**config.mk**
```make
export PLATFORM = sky130hd
export DESIGN_NAME = chg_src_sel
export DESIGN_NICKNAME = d
export VERILOG_FILES = /design/src/rtl/chg_src_pkg.sv /design/src/rtl/chg_src_deglitch.sv /design/src/rtl/chg_src_arbiter.sv /design/src/rtl/chg_src_limit.sv /design/src/rtl/chg_src_sel.sv
export SDC_FILE = /design/constraint.sdc
export NUM_CORES = 1
export LEC_CHECK = 0
export BUFFER_PORTS_ARGS = -buffer_cell sky130_fd_sc_hd__buf_2
export CAP_MARGIN = 20
export CORE_MARGIN = 5
export CORE_UTILIZATION = 62
export DETAILED_ROUTE_END_ITERATION = 12
export GPL_TIMING_DRIVEN = 0
export PLACE_DENSITY = 0.82
export SLEW_MARGIN = 40
export SYNTH_ARGS = -nofsm -noshare
export SYNTH_HDL_FRONTEND = slang
export SYNTH_HIERARCHICAL = 1
export SYNTH_SLANG_ARGS = --single-unit
```
**constraint.sdc**
```tcl
create_clock -name clk -period 2.65 [get_ports clk]
set_input_delay 0.53 -clock clk [delete_from_list [all_inputs] [get_ports clk]]
set_output_delay 0.53 -clock clk [all_outputs]
set_load 0.01 [all_outputs]
```
**src/rtl/chg_src_pkg.sv**
```systemverilog
package chg_src_pkg;
  typedef enum logic [1:0] {
    SRC_NONE = 2'd0,
    SRC_ADP  = 2'd1,
    SRC_USB  = 2'd2
  } src_e;

  typedef enum logic [1:0] {
    ILIM_OFF    = 2'd0,
    ILIM_RSET   = 2'd1,
    ILIM_USB100 = 2'd2,
    ILIM_USB500 = 2'd3
  } ilim_e;

  localparam logic [1:0] RATE_LOW  = 2'b00;
  localparam logic [1:0] RATE_HIGH = 2'b01;
  localparam logic [1:0] RATE_HIZ  = 2'b10;
endpackage

```
**src/rtl/chg_src_deglitch.sv**
```systemverilog
module chg_src_deglitch #(
  parameter int DEG_TICKS = 375
) (
  input  logic clk,
  input  logic rst_n,
  input  logic tick_i,
  input  logic raw_i,
  output logic filt_o
);
  localparam int CW = $clog2(DEG_TICKS + 1);
  localparam logic [CW-1:0] LAST = CW'(DEG_TICKS - 1);

  logic [CW-1:0] cnt_q;
  logic          filt_q;

  always_ff @(posedge clk or negedge rst_n) begin
    if (!rst_n) begin
      cnt_q  <= '0;
      filt_q <= 1'b0;
    end else if (raw_i == filt_q) begin
      cnt_q <= '0;
    end else if (tick_i) begin
      if (cnt_q >= LAST) begin
        filt_q <= raw_i;
        cnt_q  <= '0;
      end else begin
        cnt_q <= cnt_q + 1'b1;
      end
    end
  end

  assign filt_o = filt_q;
endmodule

```
**src/rtl/chg_src_arbiter.sv**
```systemverilog
module chg_src_arbiter
  import chg_src_pkg::*;
(
  input  logic clk,
  input  logic rst_n,
  input  logic adp_ok_i,
  input  logic usb_ok_i,
  output src_e src_o,
  output logic chg_o
);
  src_e src_q, src_d;
  logic chg_q;

  always_comb begin
    if (adp_ok_i)      src_d = SRC_ADP;
    else if (usb_ok_i) src_d = SRC_USB;
    else               src_d = SRC_NONE;
  end

  always_ff @(posedge clk or negedge rst_n) begin
    if (!rst_n) begin
      src_q <= SRC_NONE;
      chg_q <= 1'b0;
    end else begin
      src_q <= src_d;
      chg_q <= (src_d != src_q);
    end
  end

  assign src_o = src_q;
  assign chg_o = chg_q;
endmodule

```
**src/rtl/chg_src_limit.sv**
```systemverilog
module chg_src_limit
  import chg_src_pkg::*;
(
  input  src_e        src_i,
  input  logic [1:0]  rate_i,
  output ilim_e       ilim_o,
  output logic        sleep_o,
  output logic        pgood_n_o
);
  always_comb begin
    ilim_o = ILIM_OFF;
    unique case (src_i)
      SRC_ADP: ilim_o = ILIM_RSET;
      SRC_USB: begin
        if (rate_i == RATE_LOW)       ilim_o = ILIM_USB100;
        else if (rate_i == RATE_HIGH) ilim_o = ILIM_USB500;
        else                          ilim_o = ILIM_OFF;
      end
      default: ilim_o = ILIM_OFF;
    endcase
  end

  assign sleep_o   = (src_i == SRC_NONE);
  assign pgood_n_o = (src_i != SRC_ADP);
endmodule

```
**src/rtl/chg_src_sel.sv**
```systemverilog
module chg_src_sel
  import chg_src_pkg::*;
#(
  parameter int DEG_TICKS = 375
) (
  input  logic       clk,
  input  logic       rst_n,
  input  logic       tick_i,
  input  logic       adp_above_bat_i,
  input  logic       usb_above_bat_i,
  input  logic [1:0] rate_sel_i,
  output logic [1:0] src_sel_o,
  output logic [1:0] ilim_code_o,
  output logic       sleep_req_o,
  output logic       pgood_n_o,
  output logic       src_chg_o
);
  localparam int NFLAG = 2;

  logic [NFLAG-1:0] raw_flags;
  logic [NFLAG-1:0] filt_flags;
  src_e             src;
  ilim_e            ilim;

  assign raw_flags = {usb_above_bat_i, adp_above_bat_i};

  for (genvar g = 0; g < NFLAG; g++) begin : g_deg
    chg_src_deglitch #(.DEG_TICKS(DEG_TICKS)) u_deg (
      .clk    (clk),
      .rst_n  (rst_n),
      .tick_i (tick_i),
      .raw_i  (raw_flags[g]),
      .filt_o (filt_flags[g])
    );
  end

  chg_src_arbiter u_arb (
    .clk      (clk),
    .rst_n    (rst_n),
    .adp_ok_i (filt_flags[0]),
    .usb_ok_i (filt_flags[1]),
    .src_o    (src),
    .chg_o    (src_chg_o)
  );

  chg_src_limit u_lim (
    .src_i     (src),
    .rate_i    (rate_sel_i),
    .ilim_o    (ilim),
    .sleep_o   (sleep_req_o),
    .pgood_n_o (pgood_n_o)
  );

  assign src_sel_o   = src;
  assign ilim_code_o = ilim;
endmodule

```
* Yosys cells after proc, flatten, opt, wreduce, memory -nomap -nowiden *
Cells that the tools add are included.

word-level totals
  bits in registers = 23
  latch bits = 0
  bits in writable memories = 0
  ROM bits = 0
  output and inout bits = 7
  logic and storage cells = 36
  memories = 0

cells by class
  $add $sub $neg = 2
  $mul = 0
  divide/modulo/power cells = 0
  magnitude comparators = 2
  equality and inequality tests = 7
  shifts and indexed selects = 0
  muxes and demuxes = 11
  bitwise gates (word level) = 2
  reduce and logical (&&, ||, !) cells = 6

operator list
  cell                   count
  $mux W9                6
  $add A9 B1 Y9 const B  2
  $ge A9 B9 Y1 const B   2
  $mux W2                4
  $reduce_and A3 Y1      2
  $eq A2 B1 Y1 const B   2
  $logic_not A2 Y1       2
  $pmux W2 S2            1
  $reduce_bool A2 Y1     2
  $eq A1 B1 Y1           2
  $eq A2 B2 Y1 const B   1
  $ne A2 B1 Y1 const B   1
  $ne A2 B2 Y1           1
  $not A1 Y1             2

* Longest topological paths before layout *
  depth after elaboration = 4
  mapped depth = 6

* By module *
Netlist, hierarchy kept.

modules (own cells, without submodules)
  module            times used  cells each  area each (um2)
  chg_src_deglitch  2           67          611.8
  chg_src_arbiter   1           8           116.4
  chg_src_limit     1           9           72.6

* Worst setup path before layout *
Ideal clock, no wire load.

  path type = flip-flop to output port
  start point = reg u_arb.src_q[0], in the netlist u_arb/src_o[0]
  end point = out ilim_code_o[0]
  arrival = 1005 ps
  data required time = 2120 ps
  path slack = 1115 ps
  stages on the path, launching flop included = 4
  buffers on the path = 0
  path through = dfrtp_1 > inv_1 > ha_1 > a21boi_1

between the ends
  word-level cells in the longest chain between the ends = 2
  elaborated cells on any way between the ends = 3
  classes of those cells = 2 x eq/ne; 1 x mux

ends and longest elaborated chain
  what                                                 line                   text
  start, declared                                      chg_src_arbiter.sv:11  src_e src_q, src_d;
  start signal, assigned                               chg_src_arbiter.sv:25  src_q <= src_d;
  $eq A2 B2 Y1 / $eq A2 B1 Y1 (equally long branches)  chg_src_limit.sv:12    unique case (src_i)
  $pmux W2 S2 (*)                                      chg_src_limit.sv:12
  end, declared                                        chg_src_sel.sv:13      output logic [1:0] ilim_code_o,

Mark *: on every way between the ends. The rest lies on a longest branch, timed or not.

* Worst setup path after layout *
Ends and elaborated chain as after synthesis.

==> impl_results.html <==
<table>
<tr><th>Metric</th><th>Value</th></tr>
<tr><th colspan="2">Critical path</th></tr>
<tr><td>Highest net fanout along the worst path</td><td>6</td></tr>
<tr><td>Total number of cells along the worst setup path</td><td>4</td></tr>
<tr><td>Crit path launch type</td><td>flip-flop</td></tr>
<tr><td>Worst path bufs/invs</td><td>2</td></tr>
<tr><td>Required time of the critical path</td><td>2120 ps</td></tr>
<tr><td>Worst Path Class, Setup</td><td>reg -&gt; out</td></tr>
<tr><td>R2r worst-path depth</td><td>6</td></tr>
<tr><td>Reg2reg end</td><td>g_deg[1].u_deg/cnt_q[6]</td></tr>
<tr><td>Slowest cell delay on critical path</td><td>440 ps</td></tr>
<tr><td>Family with the most delay on the worst path</td><td>flip-flops</td></tr>
<tr><td>Cell with the biggest individual delay on the critical path</td><td>dfrtp_1</td></tr>
<tr><td>Beginning of the worst register-to-register path</td><td>g_deg[1].u_deg/cnt_q[0]</td></tr>
<tr><td>Arrival @ worst endpoint</td><td>1390 ps</td></tr>
<tr><td>Setup slack of the worst register-to-register path</td><td>980 ps</td></tr>
<tr><td>Critical-path cell list</td><td>inv_1 -&gt; ha_1 -&gt; a21boi_1 -&gt; buf_2</td></tr>
<tr><td>Setup crit end kind</td><td>primary output</td></tr>
<tr><th colspan="2">Synthesis</th></tr>
<tr><td>Flops &amp; latches, synth</td><td>23</td></tr>
<tr><td>Simple-gate share of the synthesized area</td><td>25.2%</td></tr>
<tr><td>Prevailing post-synth register cell</td><td>dfrtp_1</td></tr>
<tr><td>Count of flip-flops with a built-in enable after synthesis</td><td>0</td></tr>
<tr><td>Net count of the mapped netlist</td><td>165</td></tr>
<tr><td>Combined area of all synthesized cells</td><td>1410 um^2</td></tr>
<tr><td>Largest family of logic cells by synthesized area</td><td>simple AND/OR/NAND/NOR gates</td></tr>
<tr><td>Post-synthesis mux area share</td><td>1.59%</td></tr>
<tr><td>Mapped Cells</td><td>151</td></tr>
<tr><td>Sequential element share of the synthesized area</td><td>40.7%</td></tr>
<tr><td>Average cell area after synthesis</td><td>9.36 um^2</td></tr>
<tr><td>Share of synthesized flip-flops with an asynchronous set or reset</td><td>100%</td></tr>
<tr><td>Warning count from the yosys run</td><td>6</td></tr>
<tr><td>Synth Area in Compound Gates</td><td>19.3%</td></tr>
<tr><td>Unique cell type count in the Yosys netlist</td><td>34</td></tr>
<tr><td>Xor and xnor fraction of the mapped netlist area</td><td>2.48%</td></tr>
<tr><td>Adder-cell share of the synthesized area</td><td>6.20%</td></tr>
<tr><th colspan="2">Status</th></tr>
<tr><td>Status</td><td>completed</td></tr>
<tr><th colspan="2">Power and ir drop</th></tr>
<tr><td>Leak pwr</td><td>0.664 nW</td></tr>
<tr><td>Peak supply drop</td><td>0.335 mV</td></tr>
<tr><td>Power per cell area</td><td>402 nW/um^2</td></tr>
<tr><td>Total power of the final layout</td><td>0.619 mW</td></tr>
<tr><th colspan="2">Routing</th></tr>
<tr><td>WL/cell</td><td>15.1 um</td></tr>
<tr><td>DRT iter0 DRCs</td><td>84</td></tr>
<tr><td>Total length of routed wires</td><td>2970 um</td></tr>
<tr><td>Number of optimization iterations in the first detailed-route pass</td><td>5</td></tr>
<tr><td># DRC</td><td>0</td></tr>
<tr><td>DRT antenna net count</td><td>0</td></tr>
<tr><td>Average vias per placed instance</td><td>6.40</td></tr>
<tr><td>Total number of vias</td><td>1255</td></tr>
<tr><th colspan="2">Timing</th></tr>
<tr><td>Worst slew slack as a fraction of its limit</td><td>65.9%</td></tr>
<tr><td>Worst-case clock skew</td><td>6.64 ps</td></tr>
<tr><td>Slew at the pin closest to its max-slew limit</td><td>511 ps</td></tr>
<tr><td>Final count of hold timing violations</td><td>0</td></tr>
<tr><td>Setup_tns</td><td>0 ps</td></tr>
<tr><td>Fmax</td><td>521 MHz</td></tr>
<tr><td>Unrepaired setup endpoints after global routing</td><td>no</td></tr>
<tr><td>Final worst path period share</td><td>72.5%</td></tr>
<tr><td>Final worst hold slack</td><td>154 ps</td></tr>
<tr><td>Final Setup Violations</td><td>0</td></tr>
<tr><td>Final WS setup</td><td>730 ps</td></tr>
<tr><td>Number of slew-limit violations in the final report</td><td>0</td></tr>
<tr><td>Crit path time final</td><td>1920 ps</td></tr>
<tr><th colspan="2">Cells and area</th></tr>
<tr><td>Area of combinational cells with multiple inputs</td><td>773 um^2</td></tr>
<tr><td>Area of all placed cells without fillers</td><td>1540 um^2</td></tr>
<tr><td>Seq. cell area</td><td>576 um^2</td></tr>
<tr><td>Final instance count without filler cells</td><td>196</td></tr>
<tr><td>Ant. Diodes</td><td>0</td></tr>
<tr><td>Net count reported at finish</td><td>183</td></tr>
<tr><td>Final cell utilization of the core</td><td>70.3%</td></tr>
<tr><td>Share of layout cells above drive strength 1</td><td>18.5%</td></tr>
<tr><td>Area Growth Syn to Fin</td><td>9.03%</td></tr>
<tr><td>Number of filler cells placed in the layout</td><td>171</td></tr>
<tr><th colspan="2">Placed design</th></tr>
<tr><td>Instance area after placement</td><td>1510 um^2</td></tr>
<tr><td>Cell count after placement</td><td>192</td></tr>
<tr><td>Gp weighted congestion</td><td>0.792</td></tr>
<tr><td>Worst setup slack after placement</td><td>997 ps</td></tr>
<tr><td># port buffers</td><td>13</td></tr>
<tr><td>HPWL after detailed placement</td><td>2250 um</td></tr>
<tr><th colspan="2">Floorplan</th></tr>
<tr><td>Area of the die</td><td>3330 um^2</td></tr>
<tr><td>Die Ht</td><td>57.7 um</td></tr>
<tr><td>Initial standard-cell utilization of the core</td><td>64.5%</td></tr>
<tr><td>Top Ports</td><td>14</td></tr>
<tr><td>Floorplan die width</td><td>57.7 um</td></tr>
<tr><td>Placeable Area</td><td>2190 um^2</td></tr>
<tr><td>Std-Cell Rows</td><td>17</td></tr>
<tr><th colspan="2">Clock network</th></tr>
<tr><td>Number of instances resized during post-cts repair</td><td>0</td></tr>
<tr><td>Root buffer cell</td><td>clkbuf_4</td></tr>
<tr><td>Htree depth</td><td>1</td></tr>
<tr><td>Clock transition time at the flip-flop clock pins of the worst setup and hold paths</td><td>130 ps</td></tr>
<tr><td>Hold bufs inserted after CTS</td><td>0</td></tr>
<tr><td>Clock tree from TritonCTS</td><td>done</td></tr>
<tr><td>Post-CTS Repair Setup Buffers</td><td>0</td></tr>
<tr><td>Total clock buffers created by CTS</td><td>3</td></tr>
<tr><td>Number of clock sinks</td><td>23</td></tr>
<tr><td>Later-pin clock latency in the skew report</td><td>320 ps</td></tr>
<tr><td>Maximum number of buffers from clock root to sink</td><td>2</td></tr>
<tr><th colspan="2">Global route</th></tr>
<tr><td>All-Layer GR Usage</td><td>20.0%</td></tr>
<tr><td>Number of global-route vias before repair</td><td>1165</td></tr>
<tr><td>Number of antenna violations at the first check in global routing</td><td>0</td></tr>
<tr><td>Global-route wire length before repair</td><td>5180 um</td></tr>
<tr><td>Largest net degree at the start of global routing</td><td>24</td></tr>
<tr><td>Congestion Overflow GR</td><td>0</td></tr>
<tr><th colspan="2">Job</th></tr>
<tr><td>Max-cap viol count</td><td>0</td></tr>
<tr><th colspan="2">Hold path</th></tr>
<tr><td>Kind of path behind the tightest hold check</td><td>in -&gt; async</td></tr>
</table>
==> area by class of cell <==
type	count	share of cell area, %
clock inverters	1	0.325
repair buffers	13	4.22
plain buffers	2	1.46
multi-input cells	115	50.2
inverters	11	2.68
clock buffers	3	1.46
well taps	28	2.27
flip-flops and latches	23	37.4
==> placed cells by master (no fill, tap or decap) <==
cell type,synthesis,layout
a31oi_1,16,16
o31ai_1,2,2
and4bb_1,1,1
a21boi_1,1,1
nand2_1,18,18
nor3_1,5,5
o211ai_4,2,2
xor2_1,2,2
o21a_1,2,2
mux2_2,2,2
o21ai_1,2,2
o21ai_0,6,6
and2b_2,1,1
clkbuf_4,0,3
and2_1,2,2
inv_1,11,11
and3_2,4,4
a21oi_1,2,2
xnor2_1,2,2
o211ai_1,4,4
dfrtp_1,23,23
nor2b_1,2,2
and3b_2,1,1
nand4b_1,2,2
o22ai_1,2,2
nand3b_1,3,3
and4_1,2,2
nor4_1,1,1
buf_6,2,2
and2b_1,1,1
clkinv_2,0,1
ha_1,7,7
nand2_2,2,2
or2b_1,2,2
buf_2,0,13
nor2_1,2,2
nand3_1,14,14
==> registers in the layout, indices dropped and copies added (netlist names) <==
name and flops:
g_deg.u_deg/cnt_q 18, u_arb/src_o 2, g_deg.u_deg/filt_o 2, u_arb/chg_o 1
==> cells in the mapped netlist, types with 3 or more instances <==
library cell  instances  area [um^2]
nand2_1              18         67.6
dfrtp_1              23          576
a31oi_1              16          100
nand3_1              14         70.1
inv_1                11         41.3
ha_1                  7         87.6
and3_2                4         30.0
nor3_1                5         25.0
o21ai_0               6         30.0
o211ai_1              4         30.0
nand3b_1              3         22.5
==> metal layers <==
metal / vias to the layer above / part of all wire [%] / track usage, %
met5: - / 0 / 0
met4: 0 / 2.2 / 9.27
met3: 11 / 6.6 / 3.79
met2: 61 / 48 / 31.3
met1: 595 / 43 / 26.6
li1: 588 / - / -
==> worst reg2reg max path, delay by kind of cell (launching register included) <==
family | cells | cell delay [ps]
compound gates | 3 | 730
flops | 1 | 450
buf+inv | 1 | 70
simple gates | 1 | 150
fa+ha+maj | 1 | 190
==> logic make-up after synthesis <==
group / count (synthesis)
AOI/OAI and AO/OA: 39
DFF: 23
and+or+nand+nor: 63
muxes: 2
xor gates and xnor gates: 4
buffers and inverters: 13
adders and majority gates: 7
==> where the power goes <==
group	internal (mW)	switching, mW
clock	0.0566	0.113
combinational	0.0254	0.0363
sequential	0.365	0.0229
==> how the worst max path moves through the flow <==
| stage | slack (ps) | endpoint | startpoint |
|---|---|---|---|
| 2_1_floorplan | 1110 | ilim_code_o[0] | u_arb/src_o[0] |
| 3_3_place_gp | 1080 | g_deg[1].u_deg/cnt_q[8] | g_deg[1].u_deg/cnt_q[0] |
| 3_5_place_dp | 1000 | g_deg[1].u_deg/cnt_q[6] | g_deg[1].u_deg/cnt_q[0] |
| 4_1_cts | 700 | ilim_code_o[0] | u_arb/src_o[0] |
| 5_1_grt | 560 | ilim_code_o[0] | u_arb/src_o[0] |
| 6_report | 730 | ilim_code_o[0] | u_arb/src_o[0] |
Note: power is estimated with default switching activity, not from simulation.
